## src/rtl/pmw_pkg.sv

```systemverilog
package pmw_pkg;

  localparam int WORD_W   = 32;
  localparam int BE_W     = WORD_W / 8;
  localparam int WEN_BIT  = 8;
  localparam int WSTS_BIT = 15;

  typedef enum logic [1:0] {
    PS_D0    = 2'b00,
    PS_D3HOT = 2'b11
  } pstate_e;

  typedef struct packed {
    logic       st_wr;
    logic [1:0] st_code;
    logic       hi_wr;
    logic       en_val;
    logic       sts_clr;
  } wr_fields_t;

  function automatic logic code_is_legal(input logic [1:0] code);
    return (code == PS_D0) || (code == PS_D3HOT);
  endfunction

  function automatic logic is_d3_exit(input pstate_e cur, input pstate_e nxt);
    return (cur == PS_D3HOT) && (nxt == PS_D0);
  endfunction

  function automatic wr_fields_t split_write(input logic en,
                                             input logic [BE_W-1:0] be,
                                             input logic [WORD_W-1:0] d);
    wr_fields_t f;
    f.st_wr   = en & be[0];
    f.st_code = d[1:0];
    f.hi_wr   = en & be[1];
    f.en_val  = d[WEN_BIT];
    f.sts_clr = en & be[1] & d[WSTS_BIT];
    return f;
  endfunction

  function automatic logic [WORD_W-1:0] pack_word(input pstate_e st,
                                                  input logic en,
                                                  input logic sts);
    logic [WORD_W-1:0] w;
    w           = '0;
    w[1:0]      = st;
    w[WEN_BIT]  = en;
    w[WSTS_BIT] = sts;
    return w;
  endfunction

endpackage

```

## src/rtl/pmw_state_reg.sv

```systemverilog
module pmw_state_reg
  import pmw_pkg::*;
(
  input  logic       clk,
  input  logic       rst_n,
  input  logic       wr_stb,
  input  logic [1:0] wr_code,
  output pstate_e    state_q,
  output logic       exit_evt
);

  pstate_e state_d;
  logic    code_ok;

  assign code_ok = code_is_legal(wr_code);

  always_comb begin
    state_d = state_q;
    if (wr_stb && code_ok) state_d = pstate_e'(wr_code);
  end

  assign exit_evt = is_d3_exit(state_q, state_d);

  always_ff @(posedge clk or negedge rst_n) begin
    if (!rst_n) state_q <= PS_D0;
    else        state_q <= state_d;
  end

  a_r3_illegal_discard: assert property (@(posedge clk) disable iff (!rst_n)
    (wr_stb && !code_is_legal(wr_code)) |=> $stable(state_q));

  a_r2_legal_taken: assert property (@(posedge clk) disable iff (!rst_n)
    (wr_stb && code_is_legal(wr_code)) |=> (state_q == $past(wr_code)));

endmodule

```

## src/rtl/pmw_warm_pulse.sv

```systemverilog
module pmw_warm_pulse #(
  parameter int LEN = 4
) (
  input  logic clk,
  input  logic rst_n,
  input  logic fire,
  output logic pulse
);

  localparam int CNT_W = $clog2(LEN + 1);
  localparam logic [CNT_W-1:0] CNT_LOAD = CNT_W'(LEN);

  logic [CNT_W-1:0] cnt_q;

  always_ff @(posedge clk or negedge rst_n) begin
    if (!rst_n)            cnt_q <= '0;
    else if (fire)         cnt_q <= CNT_LOAD;
    else if (cnt_q != '0)  cnt_q <= cnt_q - 1'b1;
  end

  assign pulse = (cnt_q != '0);

  a_r5_pulse_starts: assert property (@(posedge clk) disable iff (!rst_n)
    fire |=> pulse);

  a_r5_pulse_quiet: assert property (@(posedge clk) disable iff (!rst_n)
    (!pulse && !fire) |=> !pulse);

endmodule

```

## src/rtl/pmw_wake_status.sv

```systemverilog
module pmw_wake_status (
  input  logic clk,
  input  logic por_n,
  input  logic wake_evt,
  input  logic en_wr,
  input  logic en_val,
  input  logic sts_clr,
  output logic en_q,
  output logic sts_q
);

  always_ff @(posedge clk or negedge por_n) begin
    if (!por_n) begin
      en_q  <= 1'b0;
      sts_q <= 1'b0;
    end else begin
      if (en_wr) en_q <= en_val;
      if (wake_evt)     sts_q <= 1'b1;
      else if (sts_clr) sts_q <= 1'b0;
    end
  end

  a_r6_event_sets: assert property (@(posedge clk) disable iff (!por_n)
    wake_evt |=> sts_q);

  a_r7_clear_works: assert property (@(posedge clk) disable iff (!por_n)
    (sts_clr && !wake_evt) |=> !sts_q);

  a_r7_sticky: assert property (@(posedge clk) disable iff (!por_n)
    (sts_q && !sts_clr) |=> sts_q);

endmodule

```

## src/rtl/pm_wake_ctrl.sv

```systemverilog
module pm_wake_ctrl
  import pmw_pkg::*;
#(
  parameter int WARM_LEN = 4
) (
  input  logic              clk,
  input  logic              por_n,
  input  logic              plat_rst_n,
  input  logic              wr_en,
  input  logic [BE_W-1:0]   wr_be,
  input  logic [WORD_W-1:0] wr_data,
  output logic [WORD_W-1:0] rd_data,
  input  logic              wake_evt,
  output logic              decode_en,
  output logic              irq_block,
  output logic              warm_rst,
  output logic              sys_evt
);

  wr_fields_t wf;
  pstate_e    state_q;
  logic       exit_evt;
  logic       hw_rst_n;
  logic       wen_q;
  logic       wsts_q;

  assign wf       = split_write(wr_en, wr_be, wr_data);
  assign hw_rst_n = por_n & plat_rst_n;

  pmw_state_reg u_state (
    .clk      (clk),
    .rst_n    (hw_rst_n),
    .wr_stb   (wf.st_wr),
    .wr_code  (wf.st_code),
    .state_q  (state_q),
    .exit_evt (exit_evt)
  );

  pmw_warm_pulse #(.LEN(WARM_LEN)) u_warm (
    .clk   (clk),
    .rst_n (hw_rst_n),
    .fire  (exit_evt),
    .pulse (warm_rst)
  );

  pmw_wake_status u_wake (
    .clk      (clk),
    .por_n    (por_n),
    .wake_evt (wake_evt),
    .en_wr    (wf.hi_wr),
    .en_val   (wf.en_val),
    .sts_clr  (wf.sts_clr),
    .en_q     (wen_q),
    .sts_q    (wsts_q)
  );

  assign decode_en = (state_q == PS_D0);
  assign irq_block = (state_q == PS_D3HOT);
  assign sys_evt   = wen_q & wsts_q;
  assign rd_data   = pack_word(state_q, wen_q, wsts_q);

  a_r5_exit_from_d3: assert property (@(posedge clk) disable iff (!hw_rst_n)
    exit_evt |-> irq_block);

  a_r4_d3_blocks: assert property (@(posedge clk) disable iff (!hw_rst_n)
    (rd_data[1:0] == 2'b11) |-> (!decode_en && irq_block));

endmodule

```

## config.mk

```make
export PLATFORM = sky130hd
export DESIGN_NAME = pm_wake_ctrl
export DESIGN_NICKNAME = d
export VERILOG_FILES = /design/src/rtl/pmw_pkg.sv /design/src/rtl/pmw_state_reg.sv /design/src/rtl/pmw_warm_pulse.sv /design/src/rtl/pmw_wake_status.sv /design/src/rtl/pm_wake_ctrl.sv
export SDC_FILE = /design/constraint.sdc
export NUM_CORES = 1
export LEC_CHECK = 0
export CORE_UTILIZATION = 28
export CTS_CLUSTER_SIZE = 30
export DETAILED_ROUTE_END_ITERATION = 16
export GPL_ROUTABILITY_DRIVEN = 0
export GPL_TIMING_DRIVEN = 0
export HOLD_SLACK_MARGIN = 0.05
export PLACE_DENSITY = 0.86
export SYNTH_ARGS = -nofsm -noshare
export SYNTH_HDL_FRONTEND = slang
export SYNTH_HIERARCHICAL = 1
export SYNTH_SLANG_ARGS = --single-unit
```

## constraint.sdc

```tcl
create_clock -name clk -period 3.2 [get_ports clk]
set_input_delay 0.64 -clock clk [delete_from_list [all_inputs] [get_ports clk]]
set_output_delay 0.64 -clock clk [all_outputs]
set_load 0.01 [all_outputs]
```

==> run summary <==
hold-fix buffer count after cts -> 0
TritonCTS clock tree -> done
share of synthesized area occupied by flip-flops and latches -> 28.1%
count of buffers added by post-CTS timing repair for setup -> 0
portion of netlist area occupied by mux cells -> 4.22%
clock root buffer master -> clkbuf_4
fillcell total -> 205
htree depth -> 1
count of nets left with antenna violations after detail routing -> 0
crit path kind -> reg -> out
combined global-route utilization of all metal layers -> 9.82%
number of stages on the worst hold path -> 1
average detailed-routed wire length per instance -> 7.21 um
effective utilization at floorplan -> 30.8%
number of slew-limit violations in the final report -> 0
number of enable flip-flop cells after synthesis -> 0
largest fanout of any net on the critical path -> 3
Hold Path End -> u_wake/sts_q
cells along the critical path -> inv_1, ha_1, nand2b_4, clkdlybuf4s50_1
combined area of all synthesized cells -> 623 um^2
top-area cell type share of the netlist area -> 36.1%
die width -> 49.2 um
type of element launching the critical path -> flip-flop
synthesized-area fraction occupied by ao, oa, aoi and oai cells -> 9.04%
residual DRC count -> 0
maximum clock rate -> 453 MHz
post-synthesis simple-gate area fraction -> 16.1%
total inserted antenna cells -> 0
share of the synthesized netlist area taken by xor and xnor gates -> 0%
Hold Path Origin -> u_wake/sts_q
final WL -> 1040 um
synthesized area divided by synthesized cell count -> 9.16 um^2
required time of the critical path -> 2560 ps
total of warnings raised by yosys -> 6
Worst Skew -> 2.99 ps
floorplan die area -> 2420 um^2
top-level port count -> 77
Synth area leaders -> buf_4 (36%), dfrtp_1 (28%), and2_1 (4.0%), ha_1 (4.0%), a21o_1 (3.6%)
final-report hold violation count -> 0
design area -> 965 um^2
status -> complete, no violations
cells resized by post-CTS repair -> 0
vertical extent of the die -> 49.2 um
Vias -> 484
largest area contributor in the netlist -> buf_4
cell row count -> 16
pre-CTS setup slack -> 810 ps
number of iterations in the first detailed-routing pass -> 4
clock sink count -> 7
clock latency on the worst-skew pair -> 250 ps
number of DRC violations after detailed-routing iteration 0 -> 6
first-pass GRT wire length -> 1750 um
critical path capture point type -> output port
IR Drop Worst-Case VDD -> 0.271 mV
largest stage delay on the critical path -> 530 ps
WP data arrival -> 1570 ps
setup-violating endpoint count in the final report -> 0
total of flip-flops plus latches after synthesis -> 7
max-cap viol count -> 0
Final Cycle Share -> 68.9%
number of instances in the synthesized netlist -> 68
worst flop-to-flop path endpoint -> u_warm/cnt_q[0]
number of global-route vias before repair -> 426
count of buffers inserted at the top-level ports -> 18
largest net degree at the start of global routing -> 7
placement-stage cell area -> 938 um^2
number of nets in the layout -> 161
Unique masters post-synth -> 22
Overflow after GRT -> 0
share of synthesized registers carrying an async set or reset -> 100%
Final Worst Setup Slack -> 994 ps
clock-pin slew reported for the worst setup and hold paths after clock tree synthesis -> 50 ps
layout cell share with drive strength beyond 1 -> 31.6%
unrepaired setup endpoints after global routing -> false
standby leakage power -> 0.531 nW
CTS max path bufs -> 2
adder and majority gate portion of the synthesized area -> 4.02%
minimum clock period -> 2210 ps
core area -> 2020 um^2
worst reg2reg path startpoint -> u_state/state_q[1]
Reg2Reg Depth -> 4
dominant combinational cell family by area after synthesis -> buffers and inverters
slack of the worst reg-to-reg path -> 1760 ps
leading register cell type out of synthesis -> dfrtp_1
total clock buffers created by CTS -> 3
classification of the worst-slack hold path -> reg -> reg
sum of negative setup slack -> 0 ps
Critical Path Slowest Stage Cell -> clkdlybuf4s50_1
via density per instance -> 3.36
PwrDens -> 437 nW/um^2
post-DP HPWL -> 897 um
antenna violations before repair -> 0
area growth from synthesis to layout -> 54.8%
-- flip-flops by register name (all words and copies together) (netlist names) --
register	flops
u_wake/en_q	1
u_warm/cnt_q	3
u_wake/sts_q	1
u_state/state_q	2
-- metrics by stage --
step                      utilization [%]  power (mW)  instances  hold WS (ps)
after floorplan                         -       0.279         95           344
after global placement               46.4       0.326        140           481
after detailed placement             46.4       0.339        140           499
after CTS                            47.7       0.420        144           511
after global routing                 47.7       0.456        144           546
final                                47.7       0.421        144           510
-- logic make-up after synthesis --
family          after synthesis
mux                           2
compound gates                7
buf+inv                      33
flops                         7
simple gates                 16
other cells                   1
fa+ha+maj                     2
-- where the power goes --
group | leakage [nW] | internal, mW | switching, mW
Sequential | 0.0799 | 0.114 | 0.0208
Combinational | 0.437 | 0.122 | 0.0849
Clock | 0.0150 | 0.0475 | 0.0317
Total | 0.531 | 0.284 | 0.137
-- area by class of cell --
cell class / count / area, um^2 / share of cell area [%]
Multi-Input combinational cell: 55 / 313 / 32.4
Buffer: 30 / 225 / 23.3
Timing Repair Buffer: 18 / 180 / 18.7
Sequential cell: 7 / 175 / 18.2
Tap cell: 27 / 33.8 / 3.50
Clock buffer: 4 / 26.3 / 2.72
Inverter: 3 / 11.3 / 1.17
-- worst max-delay path by stage --
stage | from | to | slack, ps | depth (start not counted)
floorplan | wr_en | u_warm/cnt_q[0] | 1460 | 5
global placement | wr_en | u_warm/cnt_q[0] | 850 | 6
detailed placement | wr_en | u_warm/cnt_q[0] | 810 | 6
CTS | u_warm/cnt_q[0] | warm_rst | 980 | 4
global route | u_warm/cnt_q[0] | warm_rst | 900 | 4
finish | u_warm/cnt_q[0] | warm_rst | 990 | 4
-- worst max-delay path: cells and delay by family, from the launching register on --
kind	cells	cell delay (ps)
buffers and inverters	2	600
flip-flops	1	360
adder cells (fa/ha/maj)	1	260
AND/OR/NAND/NOR	1	100
-- cells in the final DEF (no fill, tap or decap) --
cell             instances
nor2_1                   3
nor3b_1                  1
buf_4                   30
conb_1                  28
and2_1                   4
clkbuf_4                 3
nor2b_1                  1
nand2b_4                 1
inv_1                    3
a211o_1                  1
a21o_1                   3
clkbuf_1                 1
mux2_4                   1
mux2_2                   1
ha_1                     2
nor3_1                   1
clkdlybuf4s50_1         18
nand2b_1                 1
and3_1                   1
dfrtp_1                  7
and2b_1                  1
a211oi_1                 1
nand2_1                  1
and2_2                   1
a22o_1                   2
-- per-layer routing --
metal / part of all wire [%] / track usage (%) / vias to the layer above
li1: - / - / 257
met1: 36 / 9.77 / 198
met2: 53 / 16.2 / 27
met3: 11 / 6.54 / 2
met4: 0.39 / 3.43 / 0
met5: 0 / 0 / -
-- cells in the mapped netlist (2+ instances only) --
cell type / n
buf_4: 30
dfrtp_1: 7
and2_1: 4
a21o_1: 3
inv_1: 3
nor2_1: 3
a22o_1: 2
ha_1: 2
Note: power is estimated with default switching activity, not from simulation.
